[src/rtl/gtc_pkg.sv]
package gtc_pkg;
   typedef enum logic [2:0] {
      M_EVENT  = 3'd0,
      M_MEAS   = 3'd1,
      M_GATED  = 3'd2,
      M_TRIG   = 3'd3,
      M_RETRIG = 3'd4,
      M_CONT   = 3'd5
   } mode_e;

   typedef enum logic [2:0] {
      PH_IDLE, PH_WAIT, PH_DELAY, PH_WIDTH, PH_FINAL
   } phase_e;

   typedef struct packed {
      logic  out_inv;
      logic  gate_low;
      logic  clk_fall;
      mode_e mode;
   } ctrl_t;

   localparam int CTRL_BITS = $bits(ctrl_t);
   localparam logic [1:0] SEL_CTRL  = 2'd0;
   localparam logic [1:0] SEL_INIT  = 2'd1;
   localparam logic [1:0] SEL_DELAY = 2'd2;
   localparam logic [1:0] SEL_WIDTH = 2'd3;
endpackage

[src/rtl/gtc_cond.sv]
module gtc_cond #(
   parameter int N = 2
) (
   input  logic         clk,
   input  logic         rst_n,
   input  logic [N-1:0] sig_i,
   input  logic [N-1:0] inv_i,
   output logic [N-1:0] lvl_o,
   output logic [N-1:0] rise_o,
   output logic [N-1:0] fall_o
);
   logic [N-1:0] prev_q;

   always_ff @(posedge clk or negedge rst_n) begin
      if (!rst_n) prev_q <= '0;
      else        prev_q <= lvl_o;
   end

   for (genvar g = 0; g < N; g++) begin : g_bit
      assign lvl_o[g]  = sig_i[g] ^ inv_i[g];
      assign rise_o[g] = lvl_o[g] & ~prev_q[g];
      assign fall_o[g] = ~lvl_o[g] & prev_q[g];
   end
endmodule

[src/rtl/gtc_regs.sv]
module gtc_regs
   import gtc_pkg::*;
#(
   parameter int W = 16
) (
   input  logic         clk,
   input  logic         rst_n,
   input  logic         wr_en_i,
   input  logic [1:0]   wr_sel_i,
   input  logic [W-1:0] wr_data_i,
   output ctrl_t        ctrl_o,
   output logic [W-1:0] init_o,
   output logic [W-1:0] dly_o,
   output logic [W-1:0] wid_o
);
   always_ff @(posedge clk or negedge rst_n) begin
      if (!rst_n) begin
         ctrl_o <= '0;
         init_o <= '0;
         dly_o  <= '0;
         wid_o  <= '0;
      end else if (wr_en_i) begin
         case (wr_sel_i)
            SEL_CTRL:  ctrl_o <= ctrl_t'(wr_data_i[CTRL_BITS-1:0]);
            SEL_INIT:  init_o <= wr_data_i;
            SEL_DELAY: dly_o  <= wr_data_i;
            default:   wid_o  <= wr_data_i;
         endcase
      end
   end
endmodule

[src/rtl/gtc_core.sv]
module gtc_core
   import gtc_pkg::*;
#(
   parameter int W = 16
) (
   input  logic         clk,
   input  logic         rst_n,
   input  ctrl_t        ctrl_i,
   input  logic [W-1:0] init_i,
   input  logic [W-1:0] dly_i,
   input  logic [W-1:0] wid_i,
   input  logic         clk_edge_i,
   input  logic         gate_lvl_i,
   input  logic         gate_rise_i,
   input  logic         gate_fall_i,
   input  logic         updown_i,
   input  logic         sw_start_i,
   input  logic         sw_reset_i,
   output logic [W-1:0] cnt_o,
   output logic         out_lvl_o,
   output logic         done_o
);
   localparam logic [W-1:0] ONE = W'(1);

   logic [W-1:0] cnt_q, cnt_n;
   phase_e       ph_q, ph_n;
   logic         run_q, run_n, done_q, done_n, out_q, out_n, adv;

   always_comb begin
      cnt_n  = cnt_q;
      ph_n   = ph_q;
      run_n  = run_q;
      done_n = done_q;
      out_n  = out_q;
      adv    = 1'b0;
      if (sw_reset_i) begin
         run_n  = 1'b0;
         done_n = 1'b0;
         out_n  = 1'b0;
         ph_n   = PH_IDLE;
         cnt_n  = init_i;
      end else if (sw_start_i) begin
         run_n  = 1'b1;
         done_n = 1'b0;
         out_n  = 1'b0;
         case (ctrl_i.mode)
            M_GATED, M_CONT:  begin ph_n = PH_DELAY; cnt_n = dly_i; end
            M_TRIG, M_RETRIG: begin ph_n = PH_WAIT;  cnt_n = dly_i; end
            default:          begin ph_n = PH_IDLE;  cnt_n = init_i; end
         endcase
      end else if (run_q) begin
         case (ctrl_i.mode)
            M_EVENT:
               if (clk_edge_i && gate_lvl_i)
                  cnt_n = updown_i ? cnt_q + ONE : cnt_q - ONE;
            M_MEAS:
               if (!done_q) begin
                  if (gate_fall_i) done_n = 1'b1;
                  else if (clk_edge_i && gate_lvl_i)
                     cnt_n = updown_i ? cnt_q + ONE : cnt_q - ONE;
               end
            M_GATED, M_CONT:
               adv = clk_edge_i && gate_lvl_i;
            M_TRIG, M_RETRIG:
               if (ph_q == PH_WAIT) begin
                  if (gate_rise_i) begin
                     ph_n  = PH_DELAY;
                     cnt_n = dly_i;
                  end
               end else begin
                  adv = clk_edge_i;
               end
            default: ;
         endcase
      end
      if (adv) begin
         if (ph_q == PH_DELAY) begin
            if (cnt_q <= ONE) begin
               ph_n  = PH_WIDTH;
               cnt_n = wid_i;
               out_n = 1'b1;
            end else begin
               cnt_n = cnt_q - ONE;
            end
         end else if (ph_q == PH_WIDTH) begin
            if (cnt_q <= ONE) begin
               out_n = 1'b0;
               if (ctrl_i.mode == M_CONT) begin
                  ph_n  = PH_DELAY;
                  cnt_n = dly_i;
               end else if (ctrl_i.mode == M_RETRIG) begin
                  ph_n  = PH_WAIT;
                  cnt_n = '0;
               end else begin
                  ph_n   = PH_FINAL;
                  cnt_n  = '0;
                  done_n = 1'b1;
               end
            end else begin
               cnt_n = cnt_q - ONE;
            end
         end
      end
   end

   always_ff @(posedge clk or negedge rst_n) begin
      if (!rst_n) begin
         cnt_q  <= '0;
         ph_q   <= PH_IDLE;
         run_q  <= 1'b0;
         done_q <= 1'b0;
         out_q  <= 1'b0;
      end else begin
         cnt_q  <= cnt_n;
         ph_q   <= ph_n;
         run_q  <= run_n;
         done_q <= done_n;
         out_q  <= out_n;
      end
   end

   assign cnt_o     = cnt_q;
   assign out_lvl_o = out_q;
   assign done_o    = done_q;

   logic quiet;
   assign quiet = !sw_start_i && !sw_reset_i;

   assert_halt_hold_R2: assert property (@(posedge clk) disable iff (!rst_n)
      !run_q && quiet |=> $stable(cnt_q) && $stable(out_q));

   assert_event_step_R3: assert property (@(posedge clk) disable iff (!rst_n)
      run_q && quiet && ctrl_i.mode == M_EVENT && clk_edge_i && gate_lvl_i |=>
      ($past(updown_i) ? cnt_q == $past(cnt_q) + ONE : cnt_q == $past(cnt_q) - ONE));

   assert_meas_freeze_R4: assert property (@(posedge clk) disable iff (!rst_n)
      run_q && quiet && ctrl_i.mode == M_MEAS && done_q |=> $stable(cnt_q) && done_q);

   assert_retrig_ignored_R7: assert property (@(posedge clk) disable iff (!rst_n)
      run_q && quiet && ctrl_i.mode == M_RETRIG && !clk_edge_i &&
      (ph_q == PH_DELAY || ph_q == PH_WIDTH) |=> $stable(cnt_q) && $stable(ph_q));

   assert_gate_pause_R8: assert property (@(posedge clk) disable iff (!rst_n)
      run_q && quiet && (ctrl_i.mode == M_CONT || ctrl_i.mode == M_GATED) && !gate_lvl_i
      |=> $stable(cnt_q) && $stable(out_q));
endmodule

[src/rtl/gated_timer.sv]
module gated_timer
   import gtc_pkg::*;
#(
   parameter int W = 16
) (
   input  logic         clk,
   input  logic         rst_n,
   input  logic         ev_clk_i,
   input  logic         gate_i,
   input  logic         updown_i,
   input  logic         wr_en_i,
   input  logic [1:0]   wr_sel_i,
   input  logic [W-1:0] wr_data_i,
   input  logic         sw_start_i,
   input  logic         sw_reset_i,
   output logic [W-1:0] count_o,
   output logic         out_o,
   output logic         done_o
);
   localparam int N_IN   = 2;
   localparam int IDX_CK = 0;
   localparam int IDX_GT = 1;

   if (W < CTRL_BITS) begin : g_bad_width
      $error("gated_timer: W must hold the control word");
   end

   ctrl_t        ctrl;
   logic [W-1:0] init_v, dly_v, wid_v;
   logic [N_IN-1:0] lvl, rise, fall;
   logic         out_lvl;

   gtc_regs #(.W(W)) u_regs (
      .clk(clk), .rst_n(rst_n), .wr_en_i(wr_en_i), .wr_sel_i(wr_sel_i),
      .wr_data_i(wr_data_i), .ctrl_o(ctrl), .init_o(init_v), .dly_o(dly_v),
      .wid_o(wid_v)
   );

   gtc_cond #(.N(N_IN)) u_cond (
      .clk(clk), .rst_n(rst_n),
      .sig_i({gate_i, ev_clk_i}),
      .inv_i({ctrl.gate_low, ctrl.clk_fall}),
      .lvl_o(lvl), .rise_o(rise), .fall_o(fall)
   );

   logic sig_unused;
   assign sig_unused = ^{lvl[IDX_CK], fall[IDX_CK]};

   gtc_core #(.W(W)) u_core (
      .clk(clk), .rst_n(rst_n), .ctrl_i(ctrl), .init_i(init_v),
      .dly_i(dly_v), .wid_i(wid_v),
      .clk_edge_i(rise[IDX_CK]), .gate_lvl_i(lvl[IDX_GT]),
      .gate_rise_i(rise[IDX_GT]), .gate_fall_i(fall[IDX_GT]),
      .updown_i(updown_i), .sw_start_i(sw_start_i), .sw_reset_i(sw_reset_i),
      .cnt_o(count_o), .out_lvl_o(out_lvl), .done_o(done_o)
   );

   assign out_o = out_lvl ^ ctrl.out_inv;

   assert_reset_pri_R2: assert property (@(posedge clk) disable iff (!rst_n)
      sw_reset_i && sw_start_i && !wr_en_i |=> count_o == $past(init_v) && !done_o);
endmodule

[config.mk]
export PLATFORM = sky130hd
export DESIGN_NAME = gated_timer
export DESIGN_NICKNAME = d
export VERILOG_FILES = /design/src/rtl/gtc_pkg.sv /design/src/rtl/gtc_cond.sv /design/src/rtl/gtc_regs.sv /design/src/rtl/gtc_core.sv /design/src/rtl/gated_timer.sv
export SDC_FILE = /design/constraint.sdc
export NUM_CORES = 1
export LEC_CHECK = 0
export CORE_ASPECT_RATIO = 0.75
export CORE_MARGIN = 5
export CORE_UTILIZATION = 40
export DETAILED_ROUTE_END_ITERATION = 12
export PLACE_DENSITY_LB_ADDON = 0.2
export SLEW_MARGIN = 5
export SYNTH_ARGS = -nofsm -noshare
export SYNTH_HDL_FRONTEND = slang
export SYNTH_SLANG_ARGS = --single-unit
[constraint.sdc]
create_clock -name clk -period 3.05 [get_ports clk]
set_clock_uncertainty 0.05 [all_clocks]
set_input_delay 0.61 -clock clk [delete_from_list [all_inputs] [get_ports clk]]
set_output_delay 0.61 -clock clk [all_outputs]
set_load 0.005 [all_outputs]
# Word level (Yosys, flattened, before mapping)
# Index checks and enable logic that the tools add are counted.
# classes
addsub	2
order_cmp	1
n_eq_ne	10
muxes	57
bitwise_logic	10
reduce_logical	12
# ops
op	count
$mux 16	16
$pmux 16 s3	1
$mux 3	13
$mux 1	25
$add 16x1->16 const B	1
$le 16x1->1 const B	1
$sub 16x1->16 const B	1
$eq 3x2->1 const B	4
$reduce_and 2->1	4
$eq 3x1->1 const B	2
$eq 3x3->1 const B	2
$not 1->1	4
$pmux 2 s2	1
$reduce_or 2->1	2
$reduce_or 4->1	1
$and 1x1->1	3
$logic_not 3->1	1
$reduce_or 3->1	1
$xor 1x1->1	3
$eq 2x1->1 const B	1
$eq 2x2->1 const B	1
$logic_not 2->1	1
$pmux 1 s2	1
$reduce_bool 2->1	1
$logic_and 1x1->1	1
# totals
regBits	78
inputBits	26
output_inout_bits	18
wordCells	105

# Logic depth before layout (Yosys ltp)
# depth
word_depth	15
mapped_depth	10

# Modules after synthesis
# From an unflattened synthesis, not the netlist that was laid out.
# unflattened
hier_cells	542
hier_area_um2	5196.2
# by_module_without_submodules
module	n_inst	cells_each	area_per_inst_um2	seq_area_each_um2
gtc_core	1	416	3061.7	550.5
gtc_regs	1	115	2030.7	1351.3
gtc_cond	1	10	95.1	50.0
gated_timer	1	1	8.8	0.0

# Least setup slack after synthesis
# OpenSTA, ideal clock, no wires.
# synth_path
kind	register to register
start	register u_core.cnt_q[0] (netlist: u_core.cnt_o[0])
end	register u_core.cnt_q[11] (netlist: u_core.cnt_o[11])
arrival_time_ps	2471
slack_ps	394
stages_incl_launch_ff	9
n_path_buf	1
period_less_slack_ps	2656
path_cell_list	dfrtp_1 or4_1 clkbuf_1 or4_1 or3_1 xor2_1 o21ai_0 a221oi_1 o22ai_1
# synth_between
elab_chain_cells	12
elab_cells_between_ends	16
classes_between	add/sub: 2; order compare: 1; mux: 13
# synth_rtl
element	line_no	rtl
start, declared	gtc_core.sv:25	logic [W-1:0] cnt_q, cnt_n;
start signal, assigned	gtc_core.sv:114	cnt_q <= cnt_n;
$sub 16x1->16 / $add 16x1->16 (equally long branches)	--	
$mux 16	gtc_core.sv:55, gtc_core.sv:60	
$mux 16	gtc_core.sv:54, gtc_core.sv:59	
$mux 16	gtc_core.sv:58	if (gate_fall_i) done_n = 1'b1;
$mux 16	gtc_core.sv:57	if (!done_q) begin
$pmux 16 s3	gtc_core.sv:52	case (ctrl_i.mode)
$mux 16	gtc_core.sv:51	end else if (run_q) begin
$mux 16	gtc_core.sv:42	end else if (sw_start_i) begin
$mux 16	gtc_core.sv:36	if (sw_reset_i) begin
$mux 16	gtc_core.sv:85	end else if (ph_q == PH_WIDTH) begin
$mux 16	gtc_core.sv:77	if (ph_q == PH_DELAY) begin
$mux 16 (*)	gtc_core.sv:76	if (adv) begin
via u_core.cnt_n[11]	gtc_core.sv:25	
# Mark *: on every way through the listed nets, which the timed path passes. The rest lies on a longest branch.
# A chain may end at the register's enable or synchronous reset.

# Final worst setup path
# layout_path
start	register u_core.cnt_q[6] (netlist: u_core.cnt_o[6])
end	register u_core.cnt_q[15] (netlist: u_core.cnt_o[15])
# The elaborated chain is that of the path after synthesis.

==> results.json <==
{
  "worst_slew_pin_slew_ns": 0.813,
  "grt_max_degree": 62,
  "synth_edf_count": 0,
  "min_period_ns": 2.94,
  "crit_fanout": 10,
  "port-buffer-count": 43,
  "worst_hold_path_type": "in2async",
  "period_share": 0.965,
  "cts-hold-fix-buffers": 0,
  "pin_count": 44,
  "drive_above_1_share": 0.242,
  "final_cell_mix": "78 x dfrtp_1, 73 x buf_4, 56 x nand2_1, 56 x mux2_2, 45 x o21ai_0",
  "power_w": 0.00437,
  "vias_per_cell": 6.39,
  "fin_ws_ns": 0.108,
  "fp.dieH_microns": 110,
  "relSlewSlack": 0.454,
  "critPathCaptureType": "flop",
  "switching_share": 0.383,
  "die_w_microns": 144,
  "routed_wl_microns": 19900,
  "synth_nets": 631,
  "cts.sinks": 78,
  "drc": 0,
  "final_nets": 707,
  "clock_path_buffers": 2,
  "h-tree-depth": 3,
  "fp.coreArea_sq_um": 13100,
  "power_density_nw_per_um2": 652,
  "numCtsBuffers": 9,
  "first_pass_iters": 6,
  "seqPwrFrac": 0.340,
  "timing.fmax_mhz": 340,
  "gp_congestion": 0.993,
  "switching_power_w": 0.00167,
  "synthFlopType": "dfrtp_1",
  "grt_setup_unrepaired": "no",
  "worst_skew_pair.late_latency_ns": 0.35,
  "grt-ovfl-total": 0,
  "drv_slew": 0,
  "ys_seq_elements": 78,
  "grt_usage": 0.251,
  "setup_viol": 0,
  "dp.cells": 838,
  "final_hold_viol_count": 0,
  "cp_data_arrival_time_ns": 3.09,
  "drt_iter0_drc": 881,
  "die_area_sq_um": 15900,
  "fin_cells": 854,
  "status": "finished, final reports clean",
  "syn_inst": 602,
  "post-place-ws_ns": -0.107,
  "num_rows": 36,
  "ys_async_sr_fraction": 1.00,
  "critical_path_class": "reg2reg",
  "clk_pin_slew_ns": 0.07,
  "setup_tns_ns": 0,
  "tritoncts": "built",
  "synthDistinctLibCells": 67,
  "p_leak_nw": 2.69,
  "critPathLaunchType": "flop",
  "p_int_w": 0.00270,
  "max_cap_viol_count": 0,
  "grt_pass1_wl_microns": 31000,
  "seq_area_frac_synth": 0.363,
  "power_frac_comb": 0.402,
  "synth_warnings": 0,
  "ir_worst_vdd_mv": 0.550,
  "cts_root_buf": "clkbuf_16",
  "n_antenna_cell": 0,
  "pwr-share-clk": 0.258,
  "antenna_found_initial": 0,
  "initial_core_util": 0.412,
  "required_ns": 3.20,
  "syn2layout_area_growth_pct": 24.6,
  "grt_pass1_vias": 5078,
  "avgRoutedWirePerCell_microns": 23.3,
  "syn_area_sq_um": 5380,
  "num_vias": 5453,
  "hpwl_microns": 15300,
  "ant_nets": 0,
  "layout_commonest_cell": "dfrtp_1",
  "syn_area_per_cell_sq_um": 8.93
}
## timing repair
| item | in CTS | in global routing |
|---|---|---|
| setup endpoints to repair | 0 | 4 |
| resized for setup | 0 | 5 |
| buffers inserted | 0 | 0 |
## metal layers
| layer | wire length (microns) | vias to the layer above | GRT usage |
|---|---|---|---|
| li1 | - | 2447 | - |
| met5 | 0 | - | 0 |
| met3 | 2220 | 40 | 0.0618 |
| met1 | 9340 | 2602 | 0.401 |
| met4 | 512 | 0 | 0.0684 |
| met2 | 7810 | 364 | 0.329 |
## sequential cells by signal (all words and copies together) (netlist names)
| signal | flops |
|---|---|
| u_regs.init_o | 16 |
| u_core.ph_q | 3 |
| u_core.done_o | 1 |
| u_core.out_lvl_o | 1 |
| u_core.run_q | 1 |
| u_core.cnt_o | 16 |
| u_cond.prev_q | 2 |
| u_regs.dly_o | 16 |
| u_regs.ctrl_o | 6 |
| u_regs.wid_o | 16 |
## cell type report
class / instances / area (sq um)
tap: 171 / 214
clock buffer: 9 / 225
fill: 1212 / 6360
inverter: 16 / 60.1
clock inverter: 7 / 80.1
multi-input combinational: 457 / 3180
sequential: 78 / 1950
timing repair buffer: 116 / 988
## power by group through the flow
stage	clock network [W]	registers, W	logic (W)
6_report	0.00113	0.00148	0.00176
5_1_grt	0.00119	0.00151	0.00189
4_1_cts	0.00114	0.00147	0.00171
3_5_place_dp	0	0.00149	0.00170
3_3_place_gp	0	0.00148	0.00170
2_1_floorplan	0	0.00141	0.000974
## through the flow
step / util / cell area, sq um / hold WS (ns)
2_1_floorplan: - / 5380 / 0.264
4_1_cts: 0.511 / 6670 / 0.0973
5_1_grt: 0.513 / 6700 / 0.108
3_3_place_gp: 0.488 / 6370 / 0.436
6_report: 0.513 / 6700 / 0.0963
3_5_place_dp: 0.488 / 6370 / 0.438
## synthesized netlist by cell type (7+ instances only)
library cell | count | area share
a21oi_1 | 35 | 0.033
a221oi_1 | 8 | 0.013
a22o_1 | 10 | 0.016
a31oi_1 | 11 | 0.013
and3_1 | 7 | 0.0081
clkbuf_1 | 45 | 0.031
dfrtp_1 | 78 | 0.36
inv_1 | 16 | 0.011
mux2_2 | 56 | 0.12
nand2_1 | 56 | 0.039
nand3_1 | 12 | 0.011
nor2_1 | 32 | 0.022
nor3_1 | 12 | 0.011
o211ai_1 | 7 | 0.0098
o21ai_0 | 45 | 0.042
o22ai_1 | 10 | 0.012
or3_1 | 7 | 0.0081
xnor2_1 | 10 | 0.016
## final timing paths
kind                                 startpoint                to  slack (ns)  cells past startpoint
worst min-delay path                      rst_n   u_core.cnt_o[2]         0.1                      1
max in group asynchronous                 rst_n   u_regs.wid_o[5]        2.24                      2
worst min register to register  u_regs.wid_o[0]   u_regs.wid_o[0]        0.45                      1
worst max-delay path            u_core.cnt_o[6]  u_core.cnt_o[15]        0.11                      7
min in group clk                u_regs.wid_o[0]   u_regs.wid_o[0]        0.45                      1
worst max register to register  u_core.cnt_o[6]  u_core.cnt_o[15]        0.11                      7
## cells by family (layout without fill, tap and decap cells)
group | after synthesis | after routing | share of synthesized area
muxes | 60 | 60 | 0.125
xor gates and xnor gates | 16 | 16 | 0.0261
AOI/OAI and AO/OA | 197 | 197 | 0.252
adders and majority gates | 3 | 3 | 0.00698
DFF | 78 | 78 | 0.363
and+or+nand+nor | 181 | 181 | 0.177
buffers and inverters | 67 | 148 | 0.0503
## worst max-delay path, stage by stage (launching register included)
cell,delay [ns]
dfrtp_1,0.38
or4_1,0.75
or2_2,0.44
nor3_1,0.22
o21ai_0,0.30
o21a_1,0.20
o21ai_0,0.25
a32oi_2,0.20
No activity file was read; power rests on OpenSTA's default activity.
